$ cat src/rtl/hpm_pkg.sv
package hpm_pkg;
  localparam int ST_OBF  = 0;
  localparam int ST_IBF  = 1;
  localparam int ST_BUSY = 2;
  localparam int ST_CMD  = 3;
  localparam int ST_SCI  = 4;
  localparam int ST_SMI  = 5;

  localparam int NUM_OWN = 3;
  localparam int OWN_POS [NUM_OWN] = '{ST_BUSY, ST_SCI, ST_SMI};

  localparam int CTL_IBF_IE = 0;
  localparam int CTL_OBE_IE = 1;
  localparam int CTL_OVR    = 7;

  typedef enum logic [1:0] {
    CR_DIN  = 2'd0,
    CR_DOUT = 2'd1,
    CR_STAT = 2'd2,
    CR_CTRL = 2'd3
  } core_reg_e;

  typedef struct packed {
    logic cmd_wr;
    logic data_wr;
    logic data_rd;
    logic stat_rd;
  } host_req_t;
endpackage

$ cat src/rtl/hpm_host_dec.sv
module hpm_host_dec
  import hpm_pkg::*;
#(
  parameter int          AW        = 16,
  parameter logic [AW-1:0] CMD_PORT  = 'h200,
  parameter logic [AW-1:0] DATA_PORT = 'h204
) (
  input  logic [AW-1:0] addr_i,
  input  logic          wr_i,
  input  logic          rd_i,
  output host_req_t     req_o
);
  logic hit_cmd, hit_data;

  assign hit_cmd  = (addr_i == CMD_PORT);
  assign hit_data = (addr_i == DATA_PORT);

  always_comb begin
    req_o.cmd_wr  = wr_i & hit_cmd;
    req_o.data_wr = wr_i & hit_data;
    req_o.stat_rd = rd_i & hit_cmd;
    req_o.data_rd = rd_i & hit_data;
  end
endmodule

$ cat src/rtl/hpm_in_buf.sv
module hpm_in_buf #(
  parameter int DW = 8
) (
  input  logic          clk_i,
  input  logic          rst_ni,
  input  logic          cmd_wr_i,
  input  logic          data_wr_i,
  input  logic [DW-1:0] wdata_i,
  input  logic          din_rd_i,
  output logic          ibf_o,
  output logic          cmd_tag_o,
  output logic [DW-1:0] din_o,
  output logic          ovr_set_o
);
  logic host_wr;

  assign host_wr = cmd_wr_i | data_wr_i;
  // a write landing on a full buffer that the core is not draining this cycle
  assign ovr_set_o = host_wr & ibf_o & ~din_rd_i;

  always_ff @(posedge clk_i or negedge rst_ni) begin
    if (!rst_ni) begin
      ibf_o     <= 1'b0;
      cmd_tag_o <= 1'b0;
      din_o     <= '0;
    end else if (host_wr) begin
      ibf_o     <= 1'b1;
      cmd_tag_o <= cmd_wr_i;
      din_o     <= wdata_i;
    end else if (din_rd_i) begin
      ibf_o     <= 1'b0;
    end
  end
endmodule

$ cat src/rtl/hpm_core_regs.sv
module hpm_core_regs
  import hpm_pkg::*;
#(
  parameter int DW = 8
) (
  input  logic          clk_i,
  input  logic          rst_ni,
  input  logic [1:0]    core_addr_i,
  input  logic          core_wr_i,
  input  logic          core_rd_i,
  input  logic [DW-1:0] core_wdata_i,
  input  logic          ibf_i,
  input  logic          cmd_tag_i,
  input  logic [DW-1:0] din_i,
  input  logic          ovr_set_i,
  input  logic          host_data_rd_i,
  output logic          din_rd_o,
  output logic          dout_wr_o,
  output logic          obf_o,
  output logic          ovr_o,
  output logic [DW-1:0] dout_o,
  output logic [DW-1:0] status_o,
  output logic [DW-1:0] core_rdata_o,
  output logic          irq_ibf_o,
  output logic          irq_obe_o
);
  core_reg_e         sel;
  logic              stat_wr, ctrl_wr;
  logic [NUM_OWN-1:0] own_q;
  logic              ibf_ie_q, obe_ie_q;
  logic [DW-1:0]     ctrl_rd;

  assign sel       = core_reg_e'(core_addr_i);
  assign din_rd_o  = core_rd_i & (sel == CR_DIN);
  assign dout_wr_o = core_wr_i & (sel == CR_DOUT);
  assign stat_wr   = core_wr_i & (sel == CR_STAT);
  assign ctrl_wr   = core_wr_i & (sel == CR_CTRL);

  // output buffer; a core write beats a same-cycle host drain
  always_ff @(posedge clk_i or negedge rst_ni) begin
    if (!rst_ni) begin
      obf_o  <= 1'b0;
      dout_o <= '0;
    end else if (dout_wr_o) begin
      obf_o  <= 1'b1;
      dout_o <= core_wdata_i;
    end else if (host_data_rd_i) begin
      obf_o  <= 1'b0;
    end
  end

  always_ff @(posedge clk_i or negedge rst_ni) begin
    if (!rst_ni) begin
      own_q <= '0;
    end else if (stat_wr) begin
      for (int k = 0; k < NUM_OWN; k++) own_q[k] <= core_wdata_i[OWN_POS[k]];
    end
  end

  always_ff @(posedge clk_i or negedge rst_ni) begin
    if (!rst_ni) begin
      ibf_ie_q <= 1'b0;
      obe_ie_q <= 1'b0;
    end else if (ctrl_wr) begin
      ibf_ie_q <= core_wdata_i[CTL_IBF_IE];
      obe_ie_q <= core_wdata_i[CTL_OBE_IE];
    end
  end

  // sticky overrun; a new overrun wins over a clear
  always_ff @(posedge clk_i or negedge rst_ni) begin
    if (!rst_ni)                               ovr_o <= 1'b0;
    else if (ovr_set_i)                        ovr_o <= 1'b1;
    else if (ctrl_wr && core_wdata_i[CTL_OVR]) ovr_o <= 1'b0;
  end

  always_comb begin
    status_o         = '0;
    status_o[ST_OBF] = obf_o;
    status_o[ST_IBF] = ibf_i;
    status_o[ST_CMD] = cmd_tag_i;
    for (int k = 0; k < NUM_OWN; k++) status_o[OWN_POS[k]] = own_q[k];
  end

  always_comb begin
    ctrl_rd             = '0;
    ctrl_rd[CTL_IBF_IE] = ibf_ie_q;
    ctrl_rd[CTL_OBE_IE] = obe_ie_q;
    ctrl_rd[CTL_OVR]    = ovr_o;
  end

  always_comb begin
    unique case (sel)
      CR_DIN:  core_rdata_o = din_i;
      CR_DOUT: core_rdata_o = '0;
      CR_STAT: core_rdata_o = status_o;
      default: core_rdata_o = ctrl_rd;
    endcase
  end

  assign irq_ibf_o = ibf_i & ibf_ie_q;
  assign irq_obe_o = ~obf_o & obe_ie_q;
endmodule

$ cat src/rtl/host_pm_mailbox.sv
module host_pm_mailbox
  import hpm_pkg::*;
#(
  parameter int            DW        = 8,
  parameter int            AW        = 16,
  parameter logic [AW-1:0] CMD_PORT  = 'h200,
  parameter logic [AW-1:0] DATA_PORT = 'h204
) (
  input  logic          clk_i,
  input  logic          rst_ni,
  input  logic [AW-1:0] host_addr_i,
  input  logic          host_wr_i,
  input  logic          host_rd_i,
  input  logic [DW-1:0] host_wdata_i,
  output logic [DW-1:0] host_rdata_o,
  input  logic [1:0]    core_addr_i,
  input  logic          core_wr_i,
  input  logic          core_rd_i,
  input  logic [DW-1:0] core_wdata_i,
  output logic [DW-1:0] core_rdata_o,
  output logic          irq_ibf_o,
  output logic          irq_obe_o
);
  host_req_t     req;
  logic          ibf, obf, cmd_tag, ovr_set, ovr_flag, din_rd, dout_wr;
  logic [DW-1:0] din, dout, status;

  hpm_host_dec #(
    .AW(AW), .CMD_PORT(CMD_PORT), .DATA_PORT(DATA_PORT)
  ) u_dec (
    .addr_i (host_addr_i),
    .wr_i   (host_wr_i),
    .rd_i   (host_rd_i),
    .req_o  (req)
  );

  hpm_in_buf #(.DW(DW)) u_in_buf (
    .clk_i     (clk_i),
    .rst_ni    (rst_ni),
    .cmd_wr_i  (req.cmd_wr),
    .data_wr_i (req.data_wr),
    .wdata_i   (host_wdata_i),
    .din_rd_i  (din_rd),
    .ibf_o     (ibf),
    .cmd_tag_o (cmd_tag),
    .din_o     (din),
    .ovr_set_o (ovr_set)
  );

  hpm_core_regs #(.DW(DW)) u_core (
    .clk_i          (clk_i),
    .rst_ni         (rst_ni),
    .core_addr_i    (core_addr_i),
    .core_wr_i      (core_wr_i),
    .core_rd_i      (core_rd_i),
    .core_wdata_i   (core_wdata_i),
    .ibf_i          (ibf),
    .cmd_tag_i      (cmd_tag),
    .din_i          (din),
    .ovr_set_i      (ovr_set),
    .host_data_rd_i (req.data_rd),
    .din_rd_o       (din_rd),
    .dout_wr_o      (dout_wr),
    .obf_o          (obf),
    .ovr_o          (ovr_flag),
    .dout_o         (dout),
    .status_o       (status),
    .core_rdata_o   (core_rdata_o),
    .irq_ibf_o      (irq_ibf_o),
    .irq_obe_o      (irq_obe_o)
  );

  always_comb begin
    if (req.stat_rd)      host_rdata_o = status;
    else if (req.data_rd) host_rdata_o = dout;
    else                  host_rdata_o = '0;
  end
endmodule

$ cat config.mk
export PLATFORM = sky130hd
export DESIGN_NAME = host_pm_mailbox
export DESIGN_NICKNAME = d
export VERILOG_FILES = /design/src/rtl/hpm_pkg.sv /design/src/rtl/hpm_host_dec.sv /design/src/rtl/hpm_in_buf.sv /design/src/rtl/hpm_core_regs.sv /design/src/rtl/host_pm_mailbox.sv
export SDC_FILE = /design/constraint.sdc
export NUM_CORES = 1
export LEC_CHECK = 0
export BUFFER_PORTS_ARGS = -buffer_cell sky130_fd_sc_hd__buf_2
export CAP_MARGIN = 30
export CORE_ASPECT_RATIO = 0.75
export CORE_UTILIZATION = 45
export DETAILED_ROUTE_END_ITERATION = 8
export PLACE_DENSITY = 0.75
export SLEW_MARGIN = 15
export SYNTH_ARGS = -nofsm -noshare
export SYNTH_HDL_FRONTEND = slang
export SYNTH_SLANG_ARGS = --single-unit
$ cat constraint.sdc
create_clock -name clk_i -period 1.9 [get_ports clk_i]
set_clock_uncertainty 0.05 [all_clocks]
set_input_delay 0.19 -clock clk_i [delete_from_list [all_inputs] [get_ports clk_i]]
set_output_delay 0.19 -clock clk_i [all_outputs]
set_load 0.01 [all_outputs]
**Yosys cells after proc, flatten, opt, wreduce, memory -nomap -nowiden**

Index checks and enable logic that the tools add are counted.

- Bits in registers: 25
- Latch bits: 0
- Memory bits (writable): 0
- Memory bits (read-only): 0
- Input bits: 40
- Output and inout port bits: 18
- Logic and storage cells: 43
- Memories: 0

- $add $sub $neg: 0
- Multipliers: 0
- Div/mod/pow operators: 0
- Order comparisons: 0
- Equality and inequality tests: 5
- Shifts and indexed selects: 0
- Muxes and demuxes: 9
- Bitwise operators: 15
- Reduce and logical (&&, ||, !) cells: 5

Operators by type and width:

| kind | count |
|---|---|
| $eq A16 B10 Y1 const B | 2 |
| $pmux W8 S3 | 1 |
| $mux W8 | 2 |
| $and A1 B1 Y1 | 12 |
| $mux W1 | 6 |
| $reduce_bool A2 Y1 | 3 |
| $eq A2 B2 Y1 const B | 2 |
| $eq A2 B1 Y1 const B | 1 |
| $logic_not A2 Y1 | 1 |
| $not A1 Y1 | 2 |
| $logic_and A1 B1 Y1 | 1 |
| $or A1 B1 Y1 | 1 |

**Longest topological paths before layout**

Gate-level depths: netlist of run 1.

- Depth after elaboration: 6
- Mapped depth: 5
- Mapped depth without buffers: 4

**Modules after synthesis**

A second synthesis of run 1 with hierarchy kept.

- Cell total of the unflattened synthesis: 113
- Area total of the unflattened synthesis: 1,407.6 um2

Modules (own cells, without submodules):

| module | instances | cells each | area each (um2) | seq. area each (um2) |
|---|---|---|---|---|
| hpm_core_regs | 1 | 64 | 822.0 | 375.4 |
| hpm_in_buf | 1 | 24 | 376.6 | 250.2 |
| hpm_host_dec | 1 | 11 | 106.4 | 0.0 |
| host_pm_mailbox | 1 | 14 | 102.6 | 0.0 |

**Worst setup path before layout of run 1**

OpenSTA, ideal clock, no wires.

- Kind: input to output
- Start point: input host_addr_i[4]
- End point: output host_rdata_o[0]
- Arrival: 1,527 ps
- Data required time: 1,660 ps
- Slack: 133 ps
- Cell stages on the path: 5
- Path buffers: 1
- Cell sequence: or4b_1 nor4_1 and3_1 buf_2 a22o_1

- Cells in the longest elaborated chain, start to end: 4
- Elaborated cells on any way between the ends: 6
- Classes of those cells: 2 x eq/ne; 2 x mux; 2 x bitwise

RTL lines:

| element | RTL line | RTL |
|---|---|---|
| start: declaration | host_pm_mailbox.sv:11 | `input logic [AW-1:0] host_addr_i,` |
| $eq A16 B10 Y1 | hpm_host_dec.sv:16 | `assign hit_data = (addr_i == DATA_PORT);` |
| $and A1 B1 Y1 | hpm_host_dec.sv:22 | `req_o.data_rd = rd_i & hit_data;` |
| $mux W8 | host_pm_mailbox.sv:75 | `else if (req.data_rd) host_rdata_o = dout;` |
| $mux W8 (*) | host_pm_mailbox.sv:74 | `if (req.stat_rd) host_rdata_o = status;` |
| end: declaration | host_pm_mailbox.sv:15 | `output logic [DW-1:0] host_rdata_o,` |

Mark *: on every way between the ends. The rest lies on a longest branch, timed or not.

**Final worst setup path of run 1**

- Start point: input host_addr_i[8]
- End point: output host_rdata_o[5]

The elaborated chain is that of the path after synthesis.

==> results of run 1 <==
-- cells in the final DEF (no fill, tap or decap), drive strengths merged --
cell / instances
nor4: 2
buf: 61
or3: 1
nor2: 5
clkbuf: 3
nand2: 7
and2: 4
nand3b: 2
clkinv: 1
mux2i: 7
or4: 2
dfrtp: 25
nor2b: 1
o21ai: 6
dlygate4sd3: 1
mux2: 20
or4b: 1
inv: 3
nand3: 4
and3b: 1
a22o: 6
and3: 1
-- cell type report --
class / instances / area share
inverters: 3 / 0.00685
well taps: 36 / 0.0274
repair buffers: 62 / 0.204
clock inverters: 1 / 0.00305
clock buffers: 3 / 0.0137
multi-input cells: 70 / 0.364
flip-flops and latches: 25 / 0.381
-- cells in the mapped netlist --
cell type | count | share of area
dfrtp_1 | 25 | 0.50
mux2_2 | 13 | 0.12
mux2_4 | 7 | 0.085
mux2i_1 | 7 | 0.057
nand2_1 | 7 | 0.021
a22o_1 | 6 | 0.042
o21ai_0 | 6 | 0.024
nor2_1 | 5 | 0.015
and2_1 | 4 | 0.020
nand3_1 | 4 | 0.016
inv_1 | 3 | 0.0091
buf_2 | 2 | 0.0081
nand3b_1 | 2 | 0.012
nor4_1 | 2 | 0.010
or4_1 | 2 | 0.012
and3_1 | 1 | 0.0050
and3b_1 | 1 | 0.0071
buf_1 | 1 | 0.0030
buf_6 | 1 | 0.0091
clkbuf_1 | 1 | 0.0030
nor2b_1 | 1 | 0.0050
or3_1 | 1 | 0.0050
or4b_1 | 1 | 0.0081
-- timing repair --
action | CTS | global route
endpoints found under the hold margin | 25 | 0
hold buffers | 1 | 0
pin swaps | 1 | 0
gates cloned | 0 | 0
endpoints found under the setup margin | 8 | 8
gates resized for setup | 7 | 0
-- worst paths after layout --
check                      slack [ps]        startpoint            endpoint  cells past startpoint
max                               -40    host_addr_i[8]     host_rdata_o[5]                      7
min reg2reg                       470  u_core.dout_o[7]    u_core.dout_o[7]                      2
min                                30    host_addr_i[2]  u_in_buf.cmd_tag_o                      2
max reg2reg                      1050   u_core.own_q[2]     u_core.own_q[2]                      1
max in group asynchronous        1120            rst_ni    u_core.dout_o[5]                      2
min in group asynchronous         320            rst_ni    u_core.dout_o[6]                      2
-- critical path: cells and delay by family --
kind / cells / cell delay (ps)
buf+inv: 3 / 350
simple gates: 3 / 1020
compound gates: 1 / 150
-- sequential cells by signal, summed over array words and instances (netlist names) --
signal              cells
u_core.ibf_ie_q         1
u_in_buf.cmd_tag_o      1
u_core.ovr_o            1
u_core.own_q            3
u_in_buf.ibf_o          1
u_in_buf.din_o          8
u_core.obf_o            1
u_core.dout_o           8
u_core.obe_ie_q         1
-- metal layers --
metal / GRT usage / up-vias
met2: 0.398 / 29
li1: - / 491
met3: 0.0500 / 0
met4: 0.0279 / 0
met1: 0.250 / 486
met5: 0 / -
-- logic make-up (layout without fill, tap and decap cells) --
group	after synthesis	count (layout)	share of synthesized area
buf+inv	8	69	0.0323
mux	27	27	0.259
flops	25	25	0.505
compound gates	12	12	0.0666
simple gates	31	31	0.137
-- through the flow --
stage / utilization / cell area (um^2)
finish: 0.631 / 1640
global route: 0.631 / 1640
CTS: 0.631 / 1640
detailed placement: 0.604 / 1570
global placement: 0.604 / 1570
floorplan: - / 1240
-- power by group through the flow --
stage	Sequential (mW)	Combinational, mW	Clock (mW)
after floorplan	0.614	0.0824	0
after global placement	0.623	0.149	0
after detailed placement	0.627	0.155	0
after CTS	0.616	0.162	0.242
after global routing	0.622	0.175	0.265
final	0.616	0.161	0.234
==> results.tsv, run 1 <==
stage	metric	value	unit
final_layout	layout.nets	205	
global_route	antenna_found_initial	0	
final_layout	regArea	626	um^2
placed_design	place.gp.congestion	0.769	
clocking	cts_buffers	3	
final_layout	instances_no_fill	200	
global_route	track_usage	0.206	
synth	syn-mean-instance-area	12.0	um^2
timing	timing.hold.ws	34.2	ps
clocking	cts_tree	done	
clocking	clkSinkCount	25	
setup_path	end_kind	primary output	
route	ant_nets	0	
timing	rsz0062_at_grt	yes	
power_and_ir_drop	pwr-share-seq	0.609	
power_and_ir_drop	vdd_drop_max	0.365	mV
power_and_ir_drop	p_per_area	616	nW/um^2
placed_design	dpl.hpwl	2220	um
setup_path	startpoint_type	input port	
power_and_ir_drop	power	1.01	mW
setup_path	crit_chain	buf_6, or4_4, nor4_4, and3_1, buf_6, a22o_1, buf_2	
route	avgViaCountPerCell	5.03	
clocking	clk_pin_slew	130	ps
timing	maxSlewHeadroom	0.642	
worst_hold_path	hp-class	in2reg	
timing	tns	-204	ps
route	wl_met2	1470	um
route	drtPass1Iterations	4	
final_layout	diodes	0	
global_route	first_global_vias	1001	
route	wl	2870	um
outcome	violations	setup timing	
synth	ys_seq_area_frac	0.505	
setup_path	cp_max_fo	9	
power_and_ir_drop	power_switching	257	uW
power_and_ir_drop	power_frac_clock	0.232	
die	start_util	0.476	
clocking	cts_htree_levels	1	
power_and_ir_drop	leakagePower	0.911	nW
route	drtIter0Drc	19	
synth	syn_inst	103	
placed_design	port_buffers	57	
flow_run	max_cap_violations	0	
global_route	grt_pass1_wl	4550	um
synth	synth_nets	143	
clocking	clkLatencyLatePin	320	ps
route	vias	1006	
timing	tightest_slew	538	ps
setup_path	crit_path_max_incr_delay	550	ps
setup_path	cp.required	1660	ps
timing	finalCritPeriodShare	1.02	
route	wl_per_cell	14.4	um
route	wl_met3	132	um
global_route	grt_max_degree	26	
clocking	cts_setup_buffers	0	
outcome	status	finished, violations left	
timing	hold_viol	0	
clocking	clock_path_buffers	2	
timing	timing.fmax	515	MHz
route	drc	0	
placed_design	placed_cells	195	
die	ios	58	
final_layout	drive_gt1_frac	0.543	
setup_path	cp_slowest_cell	or4_4	
clocking	root_buffer	clkbuf_4	
die	num_rows	16	
die	die_w	62.6	um
route	met1_length	1270	um
synth	syn-cell-area	1240	um^2
die	coreArea	2600	um^2
power_and_ir_drop	p_comb_frac	0.159	
power_and_ir_drop	p_int	754	uW
power_and_ir_drop	swShare	0.254	
final_layout	synthToLayoutAreaGrowth	32.5	%
die	die_h	47.5	um
setup_path	cpMostUsedCell	buf_6	
final_layout	multi_input_area	598	um^2
route	dr.max_layer_used	met3	
final_layout	fill_cells	225	
synth	yosysWarnings	0	
die	dieArea	2970	um^2
synth	synth_cell_types	23	
timing	setup_slack	-43.0	ps
synth	synth_seq_cells	25	
timing	final_max_slew_viol_count	0	
setup_path	path_class	in2out	
placed_design	dpl_worst_slack	-197	ps
timing	fin_crit	1940	ps
global_route	overflow	0	
timing	setup_viol	8	
setup_path	crit_arrival	1700	ps
(Power assumes the default switching activity.)
==> run 2: changes to the inputs <==
- ABC_AREA: default -> 1
- CORE_UTILIZATION: 45 -> 47
- PLACE_DENSITY: 0.75 -> 0.76
==> run 2 against run 1 <==
- combinational power about the same
- the flow now finishes without violations
- sequential cell count unchanged
- critical path depth increased by 2
- via count increased by 27%
- non-clock buffer count decreased by 4
- area after synthesis increased by 11%
- clock power increased by 31%
==> results.tsv, run 2 <==
stage	metric	value	unit	change
outcome	status	completed		
final_layout	reg_top3	u_core.dout_o x8, u_in_buf.din_o x8, u_core.own_q x3		
setup_path	cp.required	1660	ps	about the same
synth	synth_cell_types	23		unchanged
worst_hold_path	hp-class	in2reg		
synth	synth_seq_cells	25		unchanged
clocking	clk_pin_slew	80	ps	-50 ps
flow_run	max_cap_violations	0		unchanged
synth	syn-cell-area	1380	um^2	+11%
clocking	cts_htree_levels	1		unchanged
worst_hold_path	hold_depth	3		+1
die	num_rows	16		unchanged
synth	synth_commonest_cells	nand2_1 (61), dfrtp_1 (25), inv_1 (14), nor2_1 (13), nand3_1 (11)		
clocking	cts_buffers	3		unchanged
synth	ys_seq_area_frac	0.454		-0.0508
setup_path	end_kind	primary output		
final_layout	synthToLayoutAreaGrowth	25.0	%	
die	dieArea	3160	um^2	+6.2%
setup_path	path_class	in2out		
synth	synth_top_area_share	0.454		-0.0508
setup_path	cp_max_fo	6		-3
global_route	first_global_vias	1224		+22%
route	avgViaCountPerCell	4.83		-4.1%
final_layout	mostFrequentLayoutCells	nand2_1 (61), buf_2 (57), dfrtp_1 (25)		
power_and_ir_drop	vdd_drop_max	0.412	mV	+13%
synth	synthArstFlopShare	1.00		unchanged
timing	rsz0062_at_grt	no		
setup_path	reg2reg_from	u_in_buf.ibf_o		
route	drtPass1Iterations	4		unchanged
synth	synth_area_leaders	dfrtp_1 (45%), nand2_1 (17%), nand3_1 (4.0%)		
global_route	overflow	0		unchanged
worst_hold_path	min_from	host_wdata_i[4]		
synth	syn_inst	170		+65%
die	ios	58		unchanged
placed_design	place.gp.congestion	0.791		+2.8%
clocking	clkSinkCount	25		unchanged
setup_path	r2r_slack	1020	ps	-30 ps
timing	fin_crit	1510	ps	-431 ps
timing	hold_viol	0		unchanged
synth	yosys.cell_count.top_type	nand2_1		
placed_design	dpl.hpwl	2320	um	+4.6%
synth	synth_edf_count	0		unchanged
global_route	grt_max_degree	26		unchanged
setup_path	r2r_cells	3		+2
final_layout	diodes	0		unchanged
timing	setup_viol	0		-8
power_and_ir_drop	leakagePower	0.981	nW	+7.7%
synth	synth_top_cell_by_area	dfrtp_1		
final_layout	final_cell_area	1720	um^2	+4.9%
setup_path	regToRegEndpoint	u_in_buf.ibf_o		
timing	maxSlewHeadroom	0.640		-0.00131
global_route	track_usage	0.217		+0.0113
synth	synth_flop_cell	dfrtp_1		
final_layout	layout.nets	269		+31%
placed_design	port_buffers	57		unchanged
synth	synth_nets	210		+47%
route	drtIter0Drc	60		+41
final_layout	drive_gt1_frac	0.346		-0.196
timing	tightest_slew	540	ps	+1.96 ps
timing	finalCritPeriodShare	0.796		-0.227
placed_design	placed_cell_area	1670	um^2	+6.1%
clocking	cts_tree	done		
synth	yosysWarnings	0		unchanged
timing	timing.fmax	662	MHz	+29%
die	die_w	64.5	um	+3.1%
setup_path	crit_arrival	1270	ps	-430 ps
route	wl	2890	um	+0.59%
setup_path	startpoint_type	input port		
clocking	cts_setup_buffers	0		unchanged
timing	tns	0	ps	+204 ps
global_route	antenna_found_initial	0		unchanged
clocking	root_buffer	clkbuf_8		
route	vias	1274		+27%
clocking	clock_path_buffers	2		unchanged
final_layout	layout_commonest_cell	nand2_1		
route	ant_nets	0		unchanged
power_and_ir_drop	p_per_area	621	nW/um^2	+0.87%
global_route	grt_pass1_wl	5300	um	+17%
route	drc	0		unchanged
synth	syn-mean-instance-area	8.11	um^2	-33%
die	start_util	0.510		+0.0337
worst_hold_path	min_to	u_in_buf.din_o[4]		
route	wl_per_cell	10.9	um	-24%
clocking	clkLatencyLatePin	260	ps	-60 ps
die	die_h	48.9	um	+3.0%
timing	final_max_slew_viol_count	0		unchanged
die	coreArea	2700	um^2	+3.8%
setup_path	crit_path_start	host_addr_i[15]		
## run 2: final cells by class
type                    count  area, um^2
well taps                  36        45.0
flip-flops and latches     25         626
fillers                   254         978
inverters                  16        62.6
clock inverters             1        5.00
multi-input cells         125         649
repair buffers             58         295
clock buffers               3        41.3
## run 2: how the worst max path moves through the flow
| stage | to | slack, ps | depth (start not counted) |
|---|---|---|---|
| after floorplan | host_rdata_o[0] | 680 | 5 |
| after global placement | host_rdata_o[1] | 390 | 9 |
| after detailed placement | host_rdata_o[1] | 380 | 9 |
| after CTS | host_rdata_o[1] | 380 | 9 |
| after global routing | host_rdata_o[1] | 230 | 9 |
| final | host_rdata_o[1] | 390 | 9 |
## run 2: timing repair
item                      CTS  global route
resized for setup           0             0
hold buffers                1             0
hold endpoints to repair   25             0
## run 2: kinds of logic after synthesis
family / count (synthesis) / synth area share
simple gates: 101 / 0.356
flops: 25 / 0.454
compound gates: 22 / 0.0989
buf+inv: 20 / 0.0753
mux: 2 / 0.0163
## run 2: per-stage QoR
stage,setup slack (ps),utilization,std cells,total power [mW],hold slack [ps]
2_1_floorplan,678,-,170,0.697,-156
3_3_place_gp,390,0.617,259,0.771,154
3_5_place_dp,381,0.617,259,0.774,150
4_1_cts,379,0.638,264,1.08,53.5
5_1_grt,228,0.638,264,1.14,56.9
6_report,388,0.638,264,1.07,57.0
## run 2: critical path: stages
cell and delay [ps]:
buf_2 90, nor2_1 90, nand2_1 90, nor2_4 180
nand2_2 140, nor2_4 180, nand2_1 60, o21ai_0 90
buf_2 160
## run 2: power breakdown
group / leakage (nW) / internal (mW) / total [mW] / switching (mW)
Sequential: 0.323 / 0.577 / 0.606 / 0.0292
Combinational: 0.632 / 0.0737 / 0.158 / 0.0847
Clock: 0.0255 / 0.147 / 0.306 / 0.159
Total: 0.981 / 0.797 / 1.07 / 0.273
## run 2: routing by layer
layer / up-vias / GRT usage / part of all wire
met5: - / 0 / 0
met4: 0 / 0.0370 / 0.0066
met2: 35 / 0.344 / 0.43
met3: 4 / 0.0631 / 0.047
met1: 575 / 0.299 / 0.51
li1: 660 / - / -
==> run 3: changes to the inputs <==
- ABC_AREA: 1 -> 0
- CORE_UTILIZATION: 47 -> 45
- PLACE_DENSITY: 0.76 -> 0.75
- clock period: 1.9 -> 1.5 ns (I/O delays scaled with it)
==> run 3 against run 2 <==
- the flow now finishes with violations (setup timing)
- clock power shrank 4%
- critical path depth fell by 2
- via count decreased by 17%
- combinational power up 39%
==> results.tsv, run 3 (synthesized netlist as in run 1, its figures left out) <==
stage	metric	value	unit	change
outcome	status	finished, violations left		
outcome	violations	setup timing		
global_route	track_usage	0.206		-0.0108
final_layout	synthToLayoutAreaGrowth	39.1	%	
final_layout	fill_cells	217		-15%
timing	final_max_slew_viol_count	0		unchanged
route	wl	2930	um	+1.4%
global_route	antenna_found_initial	0		unchanged
timing	setup_viol	8		+8
timing	finalCritPeriodShare	1.25		
route	wl_per_cell	14.0	um	+28%
setup_path	path_class	in2out		
worst_hold_path	hp-class	in2reg		
timing	hold_viol	0		unchanged
global_route	first_global_vias	906		-26%
route	avgViaCountPerCell	5.04		+4.5%
power_and_ir_drop	leakagePower	0.946	nW	-3.5%
global_route	grt_pass1_wl	4450	um	-16%
final_layout	regArea	626	um^2	unchanged
die	die_h	47.5	um	-3.0%
clocking	cts_tree	done		
final_layout	multi_input_area	598	um^2	-7.9%
timing	rsz0062_at_grt	yes		
power_and_ir_drop	p_per_area	751	nW/um^2	+21%
setup_path	end_kind	primary output		
timing	timing.hold.ws	4.38	ps	-52.6 ps
route	vias	1054		-17%
setup_path	r2r_slack	650	ps	-370 ps
setup_path	crit_path_start	host_addr_i[1]		
placed_design	place.gp.congestion	0.767		-2.9%
die	start_util	0.476		-0.0337
die	num_rows	16		unchanged
power_and_ir_drop	power	1.29	mW	+21%
global_route	grt_max_degree	26		unchanged
global_route	overflow	0		unchanged
setup_path	endpoint	host_rdata_o[3]		
route	drtPass1Iterations	4		unchanged
placed_design	dpl.hpwl	2140	um	-7.8%
timing	fin_crit	1880	ps	
final_layout	reg_top3	u_core.dout_o x8, u_in_buf.din_o x8, u_core.own_q x3		
flow_run	max_cap_violations	0		unchanged
placed_design	dpl_worst_slack	-515	ps	-896 ps
final_layout	mostFrequentLayoutCells	buf_2 (56), dfrtp_1 (25), mux2_2 (13)		
clocking	clkSinkCount	25		unchanged
die	dieArea	2970	um^2	-5.9%
route	ant_nets	0		unchanged
worst_hold_path	hold_depth	2		-1
clocking	clk_pin_slew	130	ps	+50 ps
clocking	cts_buffers	3		unchanged
die	coreArea	2600	um^2	-3.7%
die	ios	58		unchanged
timing	timing.fmax	531	MHz	
clocking	clkLatencyLatePin	310	ps	+50 ps
placed_design	port_buffers	57		unchanged
setup_path	cp.required	1300	ps	-360 ps
final_layout	diodes	0		unchanged
final_layout	layout.nets	214		-20%
final_layout	drive_gt1_frac	0.526		+0.180
setup_path	cp_max_fo	9		+3
clocking	cts_htree_levels	1		unchanged
clocking	root_buffer	clkbuf_4		
final_layout	fin_util	0.663		+0.0245
timing	maxSlewHeadroom	0.640		about the same
setup_path	startpoint_type	input port		
route	drtIter0Drc	32		-47%
setup_path	crit_arrival	1680	ps	+410 ps
timing	setup_slack	-382	ps	-771 ps
route	drc	0		unchanged
final_layout	layout_commonest_cell	buf_2		
power_and_ir_drop	vdd_drop_max	0.611	mV	+48%
setup_path	regToRegEndpoint	u_core.own_q[2]		
clocking	clock_path_buffers	2		unchanged
setup_path	r2r_cells	1		-2
die	die_w	62.6	um	-3.0%
setup_path	reg2reg_from	u_core.own_q[2]		
clocking	cts_setup_buffers	0		unchanged
timing	tightest_slew	541	ps	+0.812 ps
-- run 3: cell count changes in the layout (fill, tap and decap cells not counted), moves of 6 or more --
| cell | before | now |
|---|---|---|
| nand3_1 | 11 | 4 |
| nand2_1 | 61 | 7 |
| mux2i_1 | 0 | 7 |
| o21ai_1 | 10 | 0 |
| buf_4 | 0 | 6 |
| inv_1 | 14 | 3 |
| mux2_2 | 0 | 13 |
| mux2_4 | 0 | 7 |
| nor2_1 | 13 | 5 |
| dlygate4sd3_1 | 1 | 7 |
-- run 3: final cells by class --
class                           count  share of cell area
Timing Repair Buffer               71               0.242
Clock buffer                        4              0.0152
Tap cell                           36              0.0261
Inverter                            3             0.00653
Sequential cell                    25               0.363
Multi-Input combinational cell     70               0.347
-- run 3: power by group --
group	internal, mW	leakage [nW]	total (mW)	switching, mW
Combinational	0.130	0.620	0.219	0.0889
Sequential	0.739	0.312	0.781	0.0415
Clock	0.104	0.0150	0.295	0.191
-- run 3: layer usage --
metal  vias up  part of all wire  GRT usage
met2        33              0.49      0.346
met3         2             0.063     0.0595
met1       508              0.44      0.273
met4         0            0.0044     0.0512
li1        511                 -          -
met5         -                 0          0
-- run 3: stage by stage --
stage / instances / area [um^2] / TNS [ps]
2_1_floorplan: 103 / 1250 / -2030
3_3_place_gp: 198 / 1600 / -5970
3_5_place_dp: 198 / 1600 / -6520
4_1_cts: 204 / 1670 / -2840
5_1_grt: 209 / 1720 / -3830
6_report: 209 / 1720 / -2790
-- run 3: timing repair --
action | in CTS | in global routing
hold buffers | 2 | 5
gates resized for setup | 6 | 0
gates cloned | 0 | 0
pin swaps | 2 | 0
endpoints found under the setup margin | 8 | 16
hold endpoints to repair | 26 | 5
-- run 3: how the worst min path moves through the flow --
stage | startpoint | end | slack [ps]
floorplan | rst_ni | u_core.dout_o[0] | -200
global placement | rst_ni | u_core.dout_o[0] | 110
detailed placement | rst_ni | u_core.obf_o | 120
CTS | host_wdata_i[5] | u_in_buf.din_o[5] | 1
global route | host_wdata_i[6] | u_in_buf.din_o[6] | 0.6
finish | host_wdata_i[6] | u_in_buf.din_o[6] | 4
-- run 3: critical path: stages --
cell and delay [ps]:
buf_6 90, or4_4 550, nor4_4 270, and3_1 200, buf_6 130, a22o_1 150, buf_2 140
